File: src/rtl/mdio_pkg.sv
package mdio_pkg;
  localparam int unsigned FRAME_BITS = 64;
  localparam int unsigned PRE_BITS   = 32;
  localparam int unsigned HDR_BITS   = 46;  // driven bits on a read
  localparam int unsigned DATA_BITS  = 16;
  localparam int unsigned FIELD_W    = 5;
  localparam int unsigned GO_BIT     = 0;
  localparam int unsigned EN_BIT     = 3;

  localparam logic [11:0] OFS_CMD   = 12'h7E4;
  localparam logic [11:0] OFS_WDATA = 12'h7E8;
  localparam logic [11:0] OFS_RDATA = 12'h7EC;
  localparam logic [11:0] OFS_CTRL  = 12'h7F0;

  typedef enum logic [1:0] {
    OPC_WR = 2'b01,
    OPC_RD = 2'b10
  } mdio_opc_e;

  typedef struct packed {
    logic               rd;
    logic [FIELD_W-1:0] phy;
    logic [FIELD_W-1:0] regn;
  } mdio_cmd_t;

  function automatic logic [FRAME_BITS-1:0] build_frame(input mdio_cmd_t cmd,
                                                        input logic [DATA_BITS-1:0] wd);
    mdio_opc_e opc;
    logic [1:0] ta;
    logic [DATA_BITS-1:0] body;
    opc  = cmd.rd ? OPC_RD : OPC_WR;
    ta   = cmd.rd ? 2'b11 : 2'b10;
    body = cmd.rd ? {DATA_BITS{1'b1}} : wd;
    return {{PRE_BITS{1'b1}}, 2'b01, opc, cmd.phy, cmd.regn, ta, body};
  endfunction
endpackage

File: src/rtl/mdio_clkdiv.sv
module mdio_clkdiv #(
  parameter int unsigned DIV_HALF = 2
) (
  input  logic clk_i,
  input  logic rst_ni,
  input  logic en_i,
  output logic mdc_o,
  output logic rise_o,
  output logic fall_o
);
  localparam int unsigned CNT_W = (DIV_HALF > 1) ? $clog2(DIV_HALF) : 1;
  localparam logic [CNT_W-1:0] CNT_LAST = CNT_W'(DIV_HALF - 1);

  logic [CNT_W-1:0] cnt_q;
  logic             mdc_q;
  logic             term;

  assign term = (cnt_q == CNT_LAST);

  always_ff @(posedge clk_i or negedge rst_ni) begin
    if (!rst_ni) begin
      cnt_q <= '0;
      mdc_q <= 1'b0;
    end else if (!en_i) begin
      cnt_q <= '0;
      mdc_q <= 1'b0;
    end else if (term) begin
      cnt_q <= '0;
      mdc_q <= ~mdc_q;
    end else begin
      cnt_q <= cnt_q + 1'b1;
    end
  end

  assign mdc_o  = mdc_q;
  assign rise_o = en_i & term & ~mdc_q;
  assign fall_o = en_i & term &  mdc_q;
endmodule

File: src/rtl/mdio_shifter.sv
module mdio_shifter
  import mdio_pkg::*;
(
  input  logic                 clk_i,
  input  logic                 rst_ni,
  input  logic                 start_i,
  input  mdio_cmd_t            cmd_i,
  input  logic [DATA_BITS-1:0] wdata_i,
  input  logic                 rise_i,
  input  logic                 fall_i,
  input  logic                 mdio_i,
  output logic                 busy_o,
  output logic                 mdio_o,
  output logic                 mdio_oe_o,
  output logic                 rd_done_o,
  output logic [DATA_BITS-1:0] rd_data_o
);
  localparam int unsigned IDX_W = $clog2(FRAME_BITS);
  localparam logic [IDX_W-1:0] IDX_LAST = IDX_W'(FRAME_BITS - 1);
  localparam logic [IDX_W-1:0] IDX_HDR  = IDX_W'(HDR_BITS);
  localparam logic [IDX_W-1:0] IDX_DATA = IDX_W'(FRAME_BITS - DATA_BITS);

  logic                  busy_q;
  logic                  rd_q;
  logic [IDX_W-1:0]      idx_q;
  logic [FRAME_BITS-1:0] sh_q;
  logic [DATA_BITS-1:0]  cap_q;
  logic                  last;

  assign last = (idx_q == IDX_LAST);

  always_ff @(posedge clk_i or negedge rst_ni) begin
    if (!rst_ni) begin
      busy_q <= 1'b0;
      rd_q   <= 1'b0;
      idx_q  <= '0;
      sh_q   <= '1;
      cap_q  <= '0;
    end else if (start_i) begin
      busy_q <= 1'b1;
      rd_q   <= cmd_i.rd;
      idx_q  <= '0;
      sh_q   <= build_frame(cmd_i, wdata_i);
    end else if (busy_q) begin
      if (rise_i && rd_q && idx_q >= IDX_DATA)
        cap_q <= {cap_q[DATA_BITS-2:0], mdio_i};
      if (fall_i) begin
        if (last) begin
          busy_q <= 1'b0;
          sh_q   <= '1;
        end else begin
          idx_q <= idx_q + 1'b1;
          sh_q  <= {sh_q[FRAME_BITS-2:0], 1'b1};
        end
      end
    end
  end

  assign busy_o    = busy_q;
  assign mdio_o    = sh_q[FRAME_BITS-1];
  assign mdio_oe_o = busy_q & (~rd_q | (idx_q < IDX_HDR));
  assign rd_done_o = busy_q & fall_i & last & rd_q;
  assign rd_data_o = cap_q;
endmodule

File: src/rtl/mdio_regs.sv
module mdio_regs
  import mdio_pkg::*;
#(
  parameter int unsigned ADDR_W = 12
) (
  input  logic                 clk_i,
  input  logic                 rst_ni,
  input  logic                 wr_i,
  input  logic [ADDR_W-1:0]    addr_i,
  input  logic [31:0]          wdata_i,
  output logic [31:0]          rdata_o,
  input  logic                 busy_i,
  input  logic                 rd_done_i,
  input  logic [DATA_BITS-1:0] rd_data_i,
  output mdio_cmd_t            cmd_o,
  output logic [DATA_BITS-1:0] wd_o,
  output logic                 start_o
);
  localparam int unsigned CMD_W = $bits(mdio_cmd_t);

  mdio_cmd_t            cmd_q;
  logic [DATA_BITS-1:0] wd_q;
  logic [DATA_BITS-1:0] rd_q;
  logic                 en_q;
  logic hit_cmd, hit_wd, hit_rd, hit_ctrl;

  assign hit_cmd  = (addr_i == ADDR_W'(OFS_CMD));
  assign hit_wd   = (addr_i == ADDR_W'(OFS_WDATA));
  assign hit_rd   = (addr_i == ADDR_W'(OFS_RDATA));
  assign hit_ctrl = (addr_i == ADDR_W'(OFS_CTRL));

  always_ff @(posedge clk_i or negedge rst_ni) begin
    if (!rst_ni) begin
      cmd_q <= '0;
      wd_q  <= '0;
      rd_q  <= '0;
      en_q  <= 1'b0;
    end else begin
      if (wr_i && hit_cmd)  cmd_q <= mdio_cmd_t'(wdata_i[CMD_W-1:0]);
      if (wr_i && hit_wd)   wd_q  <= wdata_i[DATA_BITS-1:0];
      if (wr_i && hit_ctrl) en_q  <= wdata_i[EN_BIT];
      if (rd_done_i)        rd_q  <= rd_data_i;
    end
  end

  assign start_o = wr_i & hit_ctrl & wdata_i[GO_BIT] & wdata_i[EN_BIT] & ~busy_i;

  always_comb begin
    rdata_o = '0;
    if (hit_cmd)  rdata_o[CMD_W-1:0]     = cmd_q;
    if (hit_wd)   rdata_o[DATA_BITS-1:0] = wd_q;
    if (hit_rd)   rdata_o[DATA_BITS-1:0] = rd_q;
    if (hit_ctrl) begin
      rdata_o[GO_BIT] = busy_i;
      rdata_o[EN_BIT] = en_q;
    end
  end

  assign cmd_o = cmd_q;
  assign wd_o  = wd_q;
endmodule

File: src/rtl/mdio_master.sv
module mdio_master
  import mdio_pkg::*;
#(
  parameter int unsigned ADDR_W   = 12,
  parameter int unsigned DIV_HALF = 2
) (
  input  logic              clk_i,
  input  logic              rst_ni,
  input  logic              reg_wr_i,
  input  logic [ADDR_W-1:0] reg_addr_i,
  input  logic [31:0]       reg_wdata_i,
  output logic [31:0]       reg_rdata_o,
  output logic              mdc_o,
  output logic              mdio_o,
  output logic              mdio_oe_o,
  input  logic              mdio_i
);
  mdio_cmd_t            cmd;
  logic [DATA_BITS-1:0] wd;
  logic [DATA_BITS-1:0] rd_data;
  logic                 start, busy, rd_done, rise, fall;

  mdio_regs #(.ADDR_W(ADDR_W)) u_regs (
    .clk_i    (clk_i),
    .rst_ni   (rst_ni),
    .wr_i     (reg_wr_i),
    .addr_i   (reg_addr_i),
    .wdata_i  (reg_wdata_i),
    .rdata_o  (reg_rdata_o),
    .busy_i   (busy),
    .rd_done_i(rd_done),
    .rd_data_i(rd_data),
    .cmd_o    (cmd),
    .wd_o     (wd),
    .start_o  (start)
  );

  mdio_clkdiv #(.DIV_HALF(DIV_HALF)) u_div (
    .clk_i (clk_i),
    .rst_ni(rst_ni),
    .en_i  (busy),
    .mdc_o (mdc_o),
    .rise_o(rise),
    .fall_o(fall)
  );

  mdio_shifter u_shift (
    .clk_i    (clk_i),
    .rst_ni   (rst_ni),
    .start_i  (start),
    .cmd_i    (cmd),
    .wdata_i  (wd),
    .rise_i   (rise),
    .fall_i   (fall),
    .mdio_i   (mdio_i),
    .busy_o   (busy),
    .mdio_o   (mdio_o),
    .mdio_oe_o(mdio_oe_o),
    .rd_done_o(rd_done),
    .rd_data_o(rd_data)
  );
endmodule

File: config.mk
export PLATFORM = sky130hd
export DESIGN_NAME = mdio_master
export DESIGN_NICKNAME = d
export VERILOG_FILES = /design/src/rtl/mdio_pkg.sv /design/src/rtl/mdio_clkdiv.sv /design/src/rtl/mdio_shifter.sv /design/src/rtl/mdio_regs.sv /design/src/rtl/mdio_master.sv
export SDC_FILE = /design/constraint.sdc
export NUM_CORES = 1
export LEC_CHECK = 0
export BUFFER_PORTS_ARGS = -buffer_cell sky130_fd_sc_hd__buf_2
export CAP_MARGIN = 20
export CORE_MARGIN = 2
export CORE_UTILIZATION = 45
export DETAILED_ROUTE_END_ITERATION = 10
export GPL_TIMING_DRIVEN = 0
export HOLD_SLACK_MARGIN = 0.1
export MAX_ROUTING_LAYER = met4
export PLACE_DENSITY_LB_ADDON = 0.12
export SYNTH_ARGS = -nofsm -noshare
export SYNTH_HDL_FRONTEND = slang
export SYNTH_SLANG_ARGS = --single-unit
File: constraint.sdc
create_clock -name clk_i -period 2.3 [get_ports clk_i]
set_clock_uncertainty 0.05 [all_clocks]
set_input_delay 0.345 -clock clk_i [delete_from_list [all_inputs] [get_ports clk_i]]
set_output_delay 0.345 -clock clk_i [all_outputs]
set_load 0.03 [all_outputs]
# Yosys cells after proc, flatten, opt, wreduce, memory -nomap -nowiden
# Index checks and enable logic that the tools add are counted.
# Widths: inputs -> output; s select.
totals:
  n_memories: 0
  latchBits: 0
  wordCells: 74
  register_bits: 134
  in_bits: 48
  rom_bits: 0
  mem_bits_rw: 0
classes:
  n_reduce_logical: 10
  n_lt_le_gt_ge: 2
  multipliers: 0
  n_bitwise: 16
  n_eq_ne: 7
  addsub: 2
  n_mux: 24
  n_shift: 0
  div_mod_pow: 0
op_table:
  columns: ["op", "n"]
  rows:
  - ["$mux 64", 4]
  - ["$eq 12x11->1 const B", 4]
  - ["$mux 16", 3]
  - ["$mux 6", 4]
  - ["$and 1x1->1", 11]
  - ["$mux 1", 11]
  - ["$mux 11", 1]
  - ["$add 6x1->6 const B", 1]
  - ["$eq 6x6->1 const B", 1]
  - ["$ge 6x6->1 const B", 1]
  - ["$lt 6x6->1 const B", 1]
  - ["$reduce_and 3->1", 2]
  - ["$logic_and 1x1->1", 5]
  - ["$ne 2x2->1 const B", 2]
  - ["$not 1->1", 4]
  - ["$reduce_bool 2->1", 2]
  - ["$mux 2", 1]
  - ["$reduce_and 2->1", 1]
  - ["$add 1x1->1 const B", 1]
  - ["$or 1x1->1", 1]

# Longest topological paths before layout
depth:
  ltp_word: 7
  depth_mapped: 7
  mapped_depth_nobuf: 5

# Cells and area by module
# Synthesis repeated with hierarchy kept, for this count alone.
hier_totals:
  cells_unflattened: 606
  hier_area_um2: 6755.2
by_module_without_submodules:
  columns: ["module", "n_inst", "seq_area_each_um2", "cells_each", "area_each_um2"]
  rows:
  - ["mdio_shifter", 1, 2282.2, 407, 4337.9]
  - ["mdio_regs", 1, 1101.1, 191, 2328.5]
  - ["mdio_clkdiv", 1, 50.0, 8, 88.8]

# Worst setup path after synthesis
# Ideal clock, no wire load.
synth_path:
  kind: "input to output"
  startpoint: "input port reg_addr_i[0]"
  endpoint: "output port reg_rdata_o[10]"
  path_slack_ns: -0.971
  required_ns: 1.905
  path_stages: 5
  t_arrival_ns: 2.876
  path_cell_list: "nand4bb_1 -> or3_1 -> or2_0 -> clkbuf_1 -> a2111oi_0"
synth_via:
  elab_chain_cells: 4
synth_rtl:
  columns: ["element", "line_no", "text"]
  rows:
  - ["start: declaration", "mdio_master.sv:10", "input logic [ADDR_W-1:0] reg_addr_i,"]
  - ["$eq 12x11->1", "mdio_regs.sv:27", "assign hit_cmd = (addr_i == ADDR_W'(OFS_CMD));"]
  - ["$mux 11", "mdio_regs.sv:50", "if (hit_cmd) rdata_o[CMD_W-1:0] = cmd_q;"]
  - ["$mux 16", "mdio_regs.sv:51", "if (hit_wd) rdata_o[DATA_BITS-1:0] = wd_q;"]
  - ["$mux 16 (*)", "mdio_regs.sv:52", "if (hit_rd) rdata_o[DATA_BITS-1:0] = rd_q;"]
  - ["end: declaration", "mdio_master.sv:12", "output logic [31:0] reg_rdata_o,"]
# Mark *: on every way between the ends. The rest lies on a longest branch, timed or not.

# Worst setup path after layout
layout_path:
  startpoint: "input port reg_addr_i[0]"
  endpoint: "output port reg_rdata_o[4]"
# The elaborated chain is that of the path after synthesis.

==> flow_metrics.py <==
metrics = {
    "drt": {
        "drt-initial-drc-count": 206,
        "dr.pass1.iters": 4,
        "viasPerCell": 5.45,
        "drc": 0,
        "vias": 4058,
        "drtAntennaViolNets": 0,
        "wl_per_cell_um": 17.5,
        "drt_wl_total_um": 13000,
    },
    "die": {
        "core_area_um2": 13100,
        "die_h_um": 119,
        "std_cell_rows": 42,
        "ios": 83,
        "die_w_um": 119,
        "start_util_pct": 45.5,
        "dieArea_um2": 14200,
    },
    "global_routing": {
        "grt_pass1_wl_um": 21500,
        "grt_max_degree": 80,
        "track_usage_pct": 20.3,
        "overflow": 0,
        "grt_pass1_vias": 4238,
        "antenna_found_initial": 0,
    },
    "outcome": {
        "violations": "negative setup slack",
        "status": "finished with violations",
    },
    "cts": {
        "numCtsBuffers": 17,
        "clock_sinks": 134,
        "cts_tree": "done",
        "clock_latency_ns": 0.42,
        "cts.htree.levels": 4,
        "cts_root_buf": "clkbuf_16",
        "clkTransAtPathRegs_ns": 0.05,
        "cts_buffer_depth": 2,
    },
    "flow_run": {
        "maxCapViolations": 0,
    },
    "logic_synthesis": {
        "synth_ff_type": "dfrtp_1",
        "synth_top_area_share_pct": 29.4,
        "yosys_warnings": 0,
        "yosysSeqAreaShare_pct": 57.6,
        "async_reset_ff_share_pct": 100,
        "synth_area_per_cell_um2": 12.8,
        "synth_seq_cells": 134,
        "synth_area_um2": 5960,
        "synth.most_common_cell": "dfrtp_1",
        "synthCells": 467,
        "ys_top_cells_by_count": "70 x dfrtp_1, 64 x dfstp_2, 61 x mux2_2, 35 x nor2_1, 35 x o22a_1",
        "synth_area_leader_cell": "dfrtp_1",
        "synth_edf_count": 0,
        "synth_cell_types": 46,
        "yosys-top-cells-area": "dfrtp_1 29%, dfstp_2 28%, mux2_2 12%",
    },
    "layout": {
        "drive_gt1_share_pct": 47.4,
        "area.growth.synth_to_final_pct": 25.1,
        "antenna_cells": 0,
        "nNetsFinal": 604,
    },
    "critical_path": {
        "ff2ff_setup_slack_ns": 0.15,
        "rr_worst_depth": 6,
        "r2r-end": "u_regs.rd_q[10]",
        "cp_max_fo": 5,
        "endpoint_kind": "primary output",
        "path_class": "input pin to primary output",
        "critPathArrivalTime_ns": 1.91,
        "start_kind": "input pin",
        "worstPathRequired_ns": 1.90,
        "r2r_start": "u_shift.idx_q[0]",
    },
    "timing": {
        "setup_tns_ns": -0.00597,
        "hold_violations": 0,
        "setup_viol_count_final": 1,
        "fin_ws_ns": -0.00597,
        "period_minus_slack_ns": 2.31,
        "fin_crit_sh_pct": 100,
        "fmax_ghz": 0.434,
        "tightest_slew_ns": 0.669,
        "maxSlewHeadroom_pct": 55.4,
        "rsz0062_at_grt": "true",
        "final_max_slew_viol_count": 0,
    },
    "worst_hold_path": {
        "hp-start": "reg_wdata_i[13]",
        "worstHoldPathCells": 2,
        "min-delay-path-class": "input pin to flip-flop",
        "min_to": "u_regs.wd_o[13]",
    },
    "place": {
        "globalplace.congestion": 0.807,
        "place_ws_ns": -0.352,
        "dpl.hpwl_um": 9290,
        "portBuffers": 49,
    },
    "pwr": {
        "power.density_nw_per_um2": 713,
        "p_comb_share_pct": 3.8,
        "clkPwrFrac_pct": 51.5,
        "p_leak_nw": 3.21,
        "switching_power_mw": 1.17,
        "p_int_mw": 4.14,
        "peakVddDrop_v": 0.000453,
        "p_sw_share_pct": 22.1,
        "sequentialPowerShare_pct": 44.7,
        "power.total_mw": 5.31,
    },
}
==> logic make-up (layout without fill, tap and decap cells) <==
kind of cell / count (synthesis) / count (layout) / synth area share [%]
AO/OA/AOI/OAI: 116 / 116 / 15.3
XOR/XNOR: 2 / 2 / 0.294
adder cells (fa/ha/maj): 1 / 1 / 0.210
buffers and inverters: 57 / 143 / 5.29
flip-flops: 134 / 134 / 57.6
multiplexers: 78 / 78 / 14.4
other: 1 / 16 / 0.0629
AND/OR/NAND/NOR: 78 / 78 / 6.84
==> layer usage <==
layer	global-route usage [%]	part of all wire, %
met4	6.55	1.2
met5	-	0
met2	31.8	49
met3	4.93	3.4
met1	26.0	47
==> sequential cells by signal, summed over array words and instances, names as in the netlist <==
register           flops
u_shift.sh_q          64
u_regs.rd_q           16
u_regs.wd_o           16
u_shift.rd_data_o     16
u_regs.cmd_o          11
u_shift.idx_q          6
u_div.cnt_q            1
u_div.mdc_o            1
u_regs.en_q            1
u_shift.busy_o         1
u_shift.rd_q           1
==> power groups by stage <==
stage                     clock network (mW)  registers, mW  logic, mW
after floorplan                            0           2.41      0.101
after global placement                     0           2.41      0.185
after detailed placement                   0           2.41      0.196
after CTS                               2.79           2.37      0.203
after global routing                    2.92           2.37      0.221
final                                   2.74           2.37      0.201
==> through the flow <==
step                      hold WS [ns]  std cells  utilization (%)  area [um2]
after floorplan              -0.000591        482                -        6200
after global placement           0.443        707             51.0        6670
after detailed placement         0.288        708             51.2        6700
after CTS                        0.104        743             56.7        7420
after global routing             0.102        744             57.0        7450
final                            0.107        744             57.0        7450
==> repair_timing <==
action                     CTS  global route
hold buffers                 2             0
hold endpoints to repair    23             0
resized for setup           22            12
gates cloned                 0             1
buffers inserted             1             0
pin swaps                    1             2
setup endpoints to repair   24            59
==> layout by cell type, fill, tap and decap left out, drive strengths merged, types with 2 or more instances in the layout <==
master / netlist / final
a2111oi: 9 / 9
a21oi: 15 / 15
a221o: 12 / 12
a32o: 5 / 5
buf: 31 / 84
bufinv: 0 / 3
clkbuf: 17 / 33
clkinv: 0 / 2
clkinvlp: 0 / 8
conb: 1 / 16
dfrtp: 70 / 70
dfstp: 64 / 64
dlygate4sd3: 0 / 2
inv: 9 / 11
mux2: 61 / 61
mux2i: 17 / 17
nand2: 8 / 8
nand3: 7 / 7
nand3b: 2 / 2
nand4bb: 2 / 2
nor2: 37 / 37
nor2b: 2 / 2
nor3: 10 / 10
o21a: 16 / 16
o21ai: 5 / 5
o22a: 35 / 35
o22ai: 15 / 15
or3: 3 / 3
xor2: 2 / 2
==> worst max-delay path by stage <==
stage,start,to,slack (ns),cells past startpoint
2_1_floorplan,reg_addr_i[0],reg_rdata_o[11],-0.003,6
3_3_place_gp,rst_ni,u_regs.wd_o[8],-0.86,1
3_5_place_dp,reg_addr_i[0],reg_rdata_o[15],-0.35,8
4_1_cts,reg_addr_i[0],reg_rdata_o[4],-0.02,7
5_1_grt,reg_addr_i[0],reg_rdata_o[4],-0.05,7
6_report,reg_addr_i[0],reg_rdata_o[4],-0.006,7
==> worst max-delay path, stage by stage <==
cell	delay (ns)
buf_6	0.09
nand4bb_4	0.23
or3_4	0.38
or2_4	0.26
buf_8	0.15
a2111oi_4	0.23
buf_4	0.22
==> area by class of cell <==
class / count / area, um2
flip-flops and latches: 134 / 3430
clock inverters: 15 / 180
plain buffers: 48 / 313
repair buffers: 54 / 355
well taps: 176 / 220
fillers: 1085 / 5630
multi-input cells: 291 / 2490
inverters: 9 / 33.8
clock buffers: 17 / 425
(Power assumes the default switching activity.)
